### src/rtl/ep_regs_pkg.sv
package ep_regs_pkg;
    typedef enum logic [2:0] {
        REG_NAK    = 3'd0,
        REG_NAKEN  = 3'd1,
        REG_SETUP  = 3'd2,
        REG_PRIME  = 3'd3,
        REG_FLUSH  = 3'd4,
        REG_STATUS = 3'd5,
        REG_CMPL   = 3'd6
    } ep_reg_e;
endpackage

### src/rtl/ep_w1c_bank.sv
module ep_w1c_bank #(
    parameter int W = 24
) (
    input  logic         clk,
    input  logic         rst_n,
    input  logic [W-1:0] hw_set,
    input  logic [W-1:0] sw_clr,
    output logic [W-1:0] bits_q
);
    typedef struct packed {
        logic [W-1:0] bits;
    } state_t;

    state_t st_d, st_q;

    always_comb begin
        st_d = st_q;
        st_d.bits = (st_q.bits & ~sw_clr) | hw_set;
    end

    always_ff @(posedge clk or negedge rst_n) begin
        if (!rst_n) st_q <= '0;
        else        st_q <= st_d;
    end

    assign bits_q = st_q.bits;

    assert_set_wins_R11: assert property (@(posedge clk) disable iff (!rst_n)
        (|hw_set) |=> ((bits_q & $past(hw_set)) == $past(hw_set)));

    assert_w1c_clears_R3: assert property (@(posedge clk) disable iff (!rst_n)
        (|(sw_clr & ~hw_set)) |=> ((bits_q & $past(sw_clr & ~hw_set)) == '0));
endmodule

### src/rtl/ep_req_bank.sv
module ep_req_bank #(
    parameter int W = 24
) (
    input  logic         clk,
    input  logic         rst_n,
    input  logic [W-1:0] sw_set,
    input  logic [W-1:0] hw_ack,
    output logic [W-1:0] bits_q
);
    typedef struct packed {
        logic [W-1:0] bits;
    } state_t;

    state_t st_d, st_q;

    always_comb begin
        st_d = st_q;
        st_d.bits = (st_q.bits & ~hw_ack) | sw_set;
    end

    always_ff @(posedge clk or negedge rst_n) begin
        if (!rst_n) st_q <= '0;
        else        st_q <= st_d;
    end

    assign bits_q = st_q.bits;

    assert_req_set_R6: assert property (@(posedge clk) disable iff (!rst_n)
        (|sw_set) |=> ((bits_q & $past(sw_set)) == $past(sw_set)));

    assert_ack_clears_R7: assert property (@(posedge clk) disable iff (!rst_n)
        (|(hw_ack & ~sw_set)) |=> ((bits_q & $past(hw_ack & ~sw_set)) == '0));
endmodule

### src/rtl/ep_status_bank.sv
module ep_status_bank #(
    parameter int W = 24
) (
    input  logic         clk,
    input  logic         rst_n,
    input  logic [W-1:0] primed,
    input  logic [W-1:0] flushed,
    output logic [W-1:0] bits_q
);
    typedef struct packed {
        logic [W-1:0] bits;
    } state_t;

    state_t st_d, st_q;

    always_comb begin
        st_d = st_q;
        st_d.bits = (st_q.bits | primed) & ~flushed;
    end

    always_ff @(posedge clk or negedge rst_n) begin
        if (!rst_n) st_q <= '0;
        else        st_q <= st_d;
    end

    assign bits_q = st_q.bits;

    assert_status_on_prime_R7: assert property (@(posedge clk) disable iff (!rst_n)
        (|(primed & ~flushed)) |=> ((bits_q & $past(primed & ~flushed)) == $past(primed & ~flushed)));

    assert_status_off_flush_R8: assert property (@(posedge clk) disable iff (!rst_n)
        (|flushed) |=> ((bits_q & $past(flushed)) == '0));
endmodule

### src/rtl/ep_irq_gen.sv
module ep_irq_gen #(
    parameter int W = 24
) (
    input  logic         clk,
    input  logic         rst_n,
    input  logic [W-1:0] flags,
    input  logic [W-1:0] enables,
    output logic         irq_q
);
    typedef struct packed {
        logic irq;
    } state_t;

    state_t st_d, st_q;

    always_comb begin
        st_d = st_q;
        st_d.irq = |(flags & enables);
    end

    always_ff @(posedge clk or negedge rst_n) begin
        if (!rst_n) st_q <= '0;
        else        st_q <= st_d;
    end

    assign irq_q = st_q.irq;

    assert_irq_lags_R12: assert property (@(posedge clk) disable iff (!rst_n)
        irq_q == $past(|(flags & enables)));
endmodule

### src/rtl/usb_ep_regbank.sv
module usb_ep_regbank
    import ep_regs_pkg::*;
#(
    parameter int NUM_EP  = 12,
    parameter int TX_BASE = 16,
    parameter int DATA_W  = 32,
    parameter int ADDR_W  = 3
) (
    input  logic                  clk,
    input  logic                  rst_n,
    input  logic                  sw_we,
    input  logic [ADDR_W-1:0]     sw_addr,
    input  logic [DATA_W-1:0]     sw_wdata,
    output logic [DATA_W-1:0]     sw_rdata,
    input  logic [2*NUM_EP-1:0]   evt_nak,
    input  logic [NUM_EP-1:0]     evt_setup,
    input  logic [2*NUM_EP-1:0]   evt_cmpl,
    input  logic [2*NUM_EP-1:0]   prime_ack,
    input  logic [2*NUM_EP-1:0]   flush_ack,
    output logic [2*NUM_EP-1:0]   prime_req,
    output logic [2*NUM_EP-1:0]   flush_req,
    output logic                  nak_irq
);
    localparam int VW = 2 * NUM_EP;
    localparam logic [DATA_W-1:0] RX_MASK = DATA_W'((64'd1 << NUM_EP) - 64'd1);
    localparam logic [DATA_W-1:0] VALID_MASK = RX_MASK | (RX_MASK << TX_BASE);

    function automatic logic [VW-1:0] word_to_vec(input logic [DATA_W-1:0] w);
        return {w[TX_BASE +: NUM_EP], w[NUM_EP-1:0]};
    endfunction

    function automatic logic [DATA_W-1:0] vec_to_word(input logic [VW-1:0] v);
        logic [DATA_W-1:0] w;
        w = '0;
        w[NUM_EP-1:0]       = v[NUM_EP-1:0];
        w[TX_BASE +: NUM_EP] = v[VW-1:NUM_EP];
        return w;
    endfunction

    function automatic logic hit(input logic we, input logic [ADDR_W-1:0] a, input ep_reg_e r);
        return we && (a == ADDR_W'(r));
    endfunction

    typedef struct packed {
        logic [VW-1:0] naken;
    } state_t;

    state_t st_d, st_q;

    logic [VW-1:0]     wvec;
    logic [VW-1:0]     nak_clr, cmpl_clr, prime_set, flush_set;
    logic [NUM_EP-1:0] setup_clr;
    logic [VW-1:0]     nak_q, cmpl_q, status_q;
    logic [NUM_EP-1:0] setup_q;
    logic              unused_wbits;

    assign unused_wbits = ^(sw_wdata & ~VALID_MASK);

    always_comb begin
        wvec      = word_to_vec(sw_wdata);
        nak_clr   = hit(sw_we, sw_addr, REG_NAK)   ? wvec : '0;
        cmpl_clr  = hit(sw_we, sw_addr, REG_CMPL)  ? wvec : '0;
        prime_set = hit(sw_we, sw_addr, REG_PRIME) ? wvec : '0;
        flush_set = hit(sw_we, sw_addr, REG_FLUSH) ? wvec : '0;
        setup_clr = hit(sw_we, sw_addr, REG_SETUP) ? sw_wdata[NUM_EP-1:0] : '0;
        st_d = st_q;
        if (hit(sw_we, sw_addr, REG_NAKEN)) st_d.naken = wvec;
    end

    always_ff @(posedge clk or negedge rst_n) begin
        if (!rst_n) st_q <= '0;
        else        st_q <= st_d;
    end

    ep_w1c_bank #(.W(VW)) u_nak (
        .clk(clk), .rst_n(rst_n), .hw_set(evt_nak), .sw_clr(nak_clr), .bits_q(nak_q));

    ep_w1c_bank #(.W(NUM_EP)) u_setup (
        .clk(clk), .rst_n(rst_n), .hw_set(evt_setup), .sw_clr(setup_clr), .bits_q(setup_q));

    ep_w1c_bank #(.W(VW)) u_cmpl (
        .clk(clk), .rst_n(rst_n), .hw_set(evt_cmpl), .sw_clr(cmpl_clr), .bits_q(cmpl_q));

    ep_req_bank #(.W(VW)) u_prime (
        .clk(clk), .rst_n(rst_n), .sw_set(prime_set), .hw_ack(prime_ack), .bits_q(prime_req));

    ep_req_bank #(.W(VW)) u_flush (
        .clk(clk), .rst_n(rst_n), .sw_set(flush_set), .hw_ack(flush_ack), .bits_q(flush_req));

    ep_status_bank #(.W(VW)) u_status (
        .clk(clk), .rst_n(rst_n), .primed(prime_ack), .flushed(flush_ack), .bits_q(status_q));

    ep_irq_gen #(.W(VW)) u_irq (
        .clk(clk), .rst_n(rst_n), .flags(nak_q), .enables(st_q.naken), .irq_q(nak_irq));

    always_comb begin
        sw_rdata = '0;
        case (sw_addr)
            ADDR_W'(REG_NAK):    sw_rdata = vec_to_word(nak_q);
            ADDR_W'(REG_NAKEN):  sw_rdata = vec_to_word(st_q.naken);
            ADDR_W'(REG_SETUP):  sw_rdata[NUM_EP-1:0] = setup_q;
            ADDR_W'(REG_PRIME):  sw_rdata = vec_to_word(prime_req);
            ADDR_W'(REG_FLUSH):  sw_rdata = vec_to_word(flush_req);
            ADDR_W'(REG_STATUS): sw_rdata = vec_to_word(status_q);
            ADDR_W'(REG_CMPL):   sw_rdata = vec_to_word(cmpl_q);
            default:             sw_rdata = '0;
        endcase
    end

    assert_reserved_zero_R2: assert property (@(posedge clk) disable iff (!rst_n)
        (sw_rdata & ~VALID_MASK) == '0);

    assert_naken_hold_R4: assert property (@(posedge clk) disable iff (!rst_n)
        !hit(sw_we, sw_addr, REG_NAKEN) |=> $stable(st_q.naken));
endmodule

### config.mk
export PLATFORM = sky130hd
export DESIGN_NAME = usb_ep_regbank
export DESIGN_NICKNAME = d
export VERILOG_FILES = /design/src/rtl/ep_regs_pkg.sv /design/src/rtl/ep_w1c_bank.sv /design/src/rtl/ep_req_bank.sv /design/src/rtl/ep_status_bank.sv /design/src/rtl/ep_irq_gen.sv /design/src/rtl/usb_ep_regbank.sv
export SDC_FILE = /design/constraint.sdc
export NUM_CORES = 1
export LEC_CHECK = 0
export ABC_AREA = 1
export BUFFER_PORTS_ARGS = -buffer_cell sky130_fd_sc_hd__buf_2
export CORE_ASPECT_RATIO = 1.75
export CORE_UTILIZATION = 50
export DETAILED_ROUTE_END_ITERATION = 16
export MAX_ROUTING_LAYER = met4
export PLACE_DENSITY_LB_ADDON = 0.2
export SYNTH_ARGS = -nofsm -noshare
export SYNTH_HDL_FRONTEND = slang
export SYNTH_SLANG_ARGS = --single-unit
### constraint.sdc
create_clock -name clk -period 4 [get_ports clk]
set_clock_uncertainty 0.15 [all_clocks]
set_input_delay 1.2 -clock clk [delete_from_list [all_inputs] [get_ports clk]]
set_output_delay 1.2 -clock clk [all_outputs]
set_load 0.05 [all_outputs]
==> reports/qor.yml <==
place:
  portBuffers: 210
  placed_cells: 1414
  pre_cts_slack_ns: 0.2100
  gp_congestion: 0.8650
  dp_hpwl_um: 14820
global_route:
  grt_use_total_pct: 28.92
  grt_pass1_vias: 6779
  grt_pass1_wl_um: 32850
  grt_start_max_net_pins: 72
  antenna_found_initial: 4
  gr-total-overflow: 0
routing:
  routed_via_density: 4.952
  met3_length_um: 1307
  drtIter0Drc: 389
  top_layer: "met4"
  vias: 7180
  drc: 0
  wl_um: 21350
  drtAntennaViolNets: 0
  routed-wl-met2_um: 11260
  wirelength_met1_um: 8159
  wire_per_inst_um: 14.72
  dr.pass1.iters: 5
cts:
  cts.sinks: 157
  postCtsSetupRepairBufs: 0
  cts.htree.levels: 4
  post_cts_resized: 0
  clk_latency_ns: 0.43
  clk_pin_slew_ns: 0.06
  cts_tree: "built"
  cts_hold_buf: 0
  cts_buffers: 17
  cts.path.max_buffers: 2
  cts_root_buf: "clkbuf_16"
setup_path:
  cp_data_required_time_ns: 2.65
  critical_path.startpoint_type: "input pin"
  critPathBufInv: 4
  worstPathMaxFanout: 9
  critPathLaunch: "sw_addr[0]"
  path_class: "input pin to primary output"
  cp.arrival_ns: 2.44
  cp_slowest_cell: "buf_2"
  crit_chain: "buf_2 > inv_1 > nor2_2 > buf_4 > nand3_1 > nand2_1 > nor2_1 > nand2_1 > buf_2"
  critPathMaxStageDelay_ns: 0.27
  endpoint_kind: "primary output"
  timing.rr.start: "st_q[11]"
  cpLargestDelayFamily: "buffers and inverters"
synthesis:
  ys_top_cells_by_count: "nand2_1 (365), inv_1 (161), dfrtp_1 (157)"
  ys_async_sr_fraction_pct: 100.0
  yosysUniqueCellTypes: 14
  synthFlopType: "dfrtp_1"
  ys_seq_area_share_pct: 51.88
  syn_avg_cell_area_sq_um: 7.295
  syn_area_sq_mm: 0.007572
  synth_enable_flop_cells: 0
  yosysMostFrequentCell: "nand2_1"
  yosys_warnings: 0
  synthTopCellsByArea: "dfrtp_1 (52%), nand2_1 (18%), inv_1 (8.0%)"
  synth_seq_cells: 157
  synth_top_area_cell: "dfrtp_1"
  synth_top_area_share_pct: 51.88
  synthCells: 1038
final_layout:
  syn_to_final_growth_pct: 26.01
  utilization_pct: 64.31
  nets: 1396
  layout-drive-gt1-share_pct: 21.77
  layoutNonFillerInstCount: 1450
min_path:
  hp-start: "u_cmpl.bits_q[4]"
  hold_class: "flip-flop to flip-flop"
die:
  pin_count: 227
  fp.dieW_um: 95.03
  dieArea_sq_mm: 0.01566
  core_region_area_sq_mm: 0.01484
  rows: 59
  start_util_pct: 51.03
  die_y_um: 164.8
timing:
  fmax_ghz: 0.2636
  setup-tns-final_ns: 0
  finalHoldViolations: 0
  setup_viol: 0
  slew-limit-headroom_pct: 45.02
  worst_slew_pin_slew_ns: 0.8218
  hold_ws_ns: 0.3211
  fin_ws_ns: 0.2069
  post-route-min-period_ns: 3.793
  fin_crit_sh_pct: 94.83
  maxSlewViolCount: 0
  rsz0062_at_grt: "false"
pwr:
  power_density_mw_per_mm2: 418.3
  p_leak_uw: 0.005296
  peakVddDrop_uv: 216.7
run_status:
  status: "complete, no violations"
job:
  cap_violations: 0
==> per-stage QoR <==
| stage | total power, uW | instance area [sq um] |
|---|---|---|
| 5_1_grt | 4160 | 9542 |
| 4_1_cts | 4016 | 9532 |
| 3_5_place_dp | 2455 | 8954 |
| 6_report | 3991 | 9542 |
| 2_1_floorplan | 2191 | 7599 |
| 3_3_place_gp | 2447 | 8954 |
==> worst register-to-register path, cell delays in order (launching register included) <==
cell and delay, ns:
dfrtp_1 0.41, nand2_1 0.13, nand2_1 0.06, nor2_1 0.14, nand2_1 0.08, nor2_1 0.12, nand2_1 0.06
==> path summary, 6_finish.rpt <==
check | to | slack, ns | cells past startpoint
max | sw_rdata[1] | 0.21 | 9
min | u_cmpl.bits_q[4] | 0.32 | 2
max reg2reg | u_irq.irq_q | 2.75 | 6
min reg2reg | u_cmpl.bits_q[4] | 0.32 | 2
max in group asynchronous | u_status.bits_q[16] | 2.26 | 2
min in group asynchronous | u_cmpl.bits_q[7] | 0.62 | 1
==> per-layer routing <==
metal,vias to the layer above,track usage [%]
li1,3582,-
met1,3280,33.05
met2,269,49.35
met3,49,4.742
met4,0,12.74
met5,-,-
==> power breakdown <==
part	total, uW	internal (uW)	switching, uW
clock	1560	855	710
sequential	1750	1680	66.0
combinational	680	201	479
total	3990	2740	1250
==> cell type report <==
type | count | area [sq um]
Inverter | 161 | 604.3
Fill cell | 1384 | 5296
Tap cell | 183 | 229.0
Clock inverter | 13 | 125.1
Clock buffer | 19 | 452.9
Timing Repair Buffer | 234 | 1325
Antenna cell | 4 | 10.01
Multi-Input combinational cell | 679 | 2867
Sequential cell | 157 | 3929
==> cells in the final DEF, fill, tap and decap left out, types with 2 or more instances in the layout <==
cell | Yosys | routed
nand2_1 | 365 | 364
buf_2 | 17 | 209
inv_1 | 161 | 161
dfrtp_1 | 157 | 157
nor2_1 | 109 | 103
nand3_1 | 98 | 97
o21ai_0 | 71 | 71
o22ai_1 | 24 | 24
clkbuf_16 | 0 | 17
buf_4 | 8 | 17
conb_1 | 1 | 8
buf_12 | 0 | 7
inv_6 | 0 | 5
diode_2 | 0 | 4
nor2_2 | 0 | 4
clkinv_4 | 0 | 4
nand4_1 | 3 | 3
nor2_4 | 0 | 2
clkbuf_8 | 0 | 2
inv_8 | 0 | 2
==> cells by family after synthesis <==
kind of cell,count (synthesis),synth area share [%]
and+or+nand+nor,576,30.35
other,1,0.04952
DFF,157,51.88
buffers and inverters,209,11.04
AOI/OAI and AO/OA,95,6.675
==> state kept, by name, summed over array words and instances, names as in the netlist <==
signal,count
st_q,24
u_cmpl.bits_q,24
u_flush.bits_q,24
u_irq.irq_q,1
u_nak.bits_q,24
u_prime.bits_q,24
u_setup.bits_q,12
u_status.bits_q,24
Note: power is estimated with default switching activity, not from simulation.
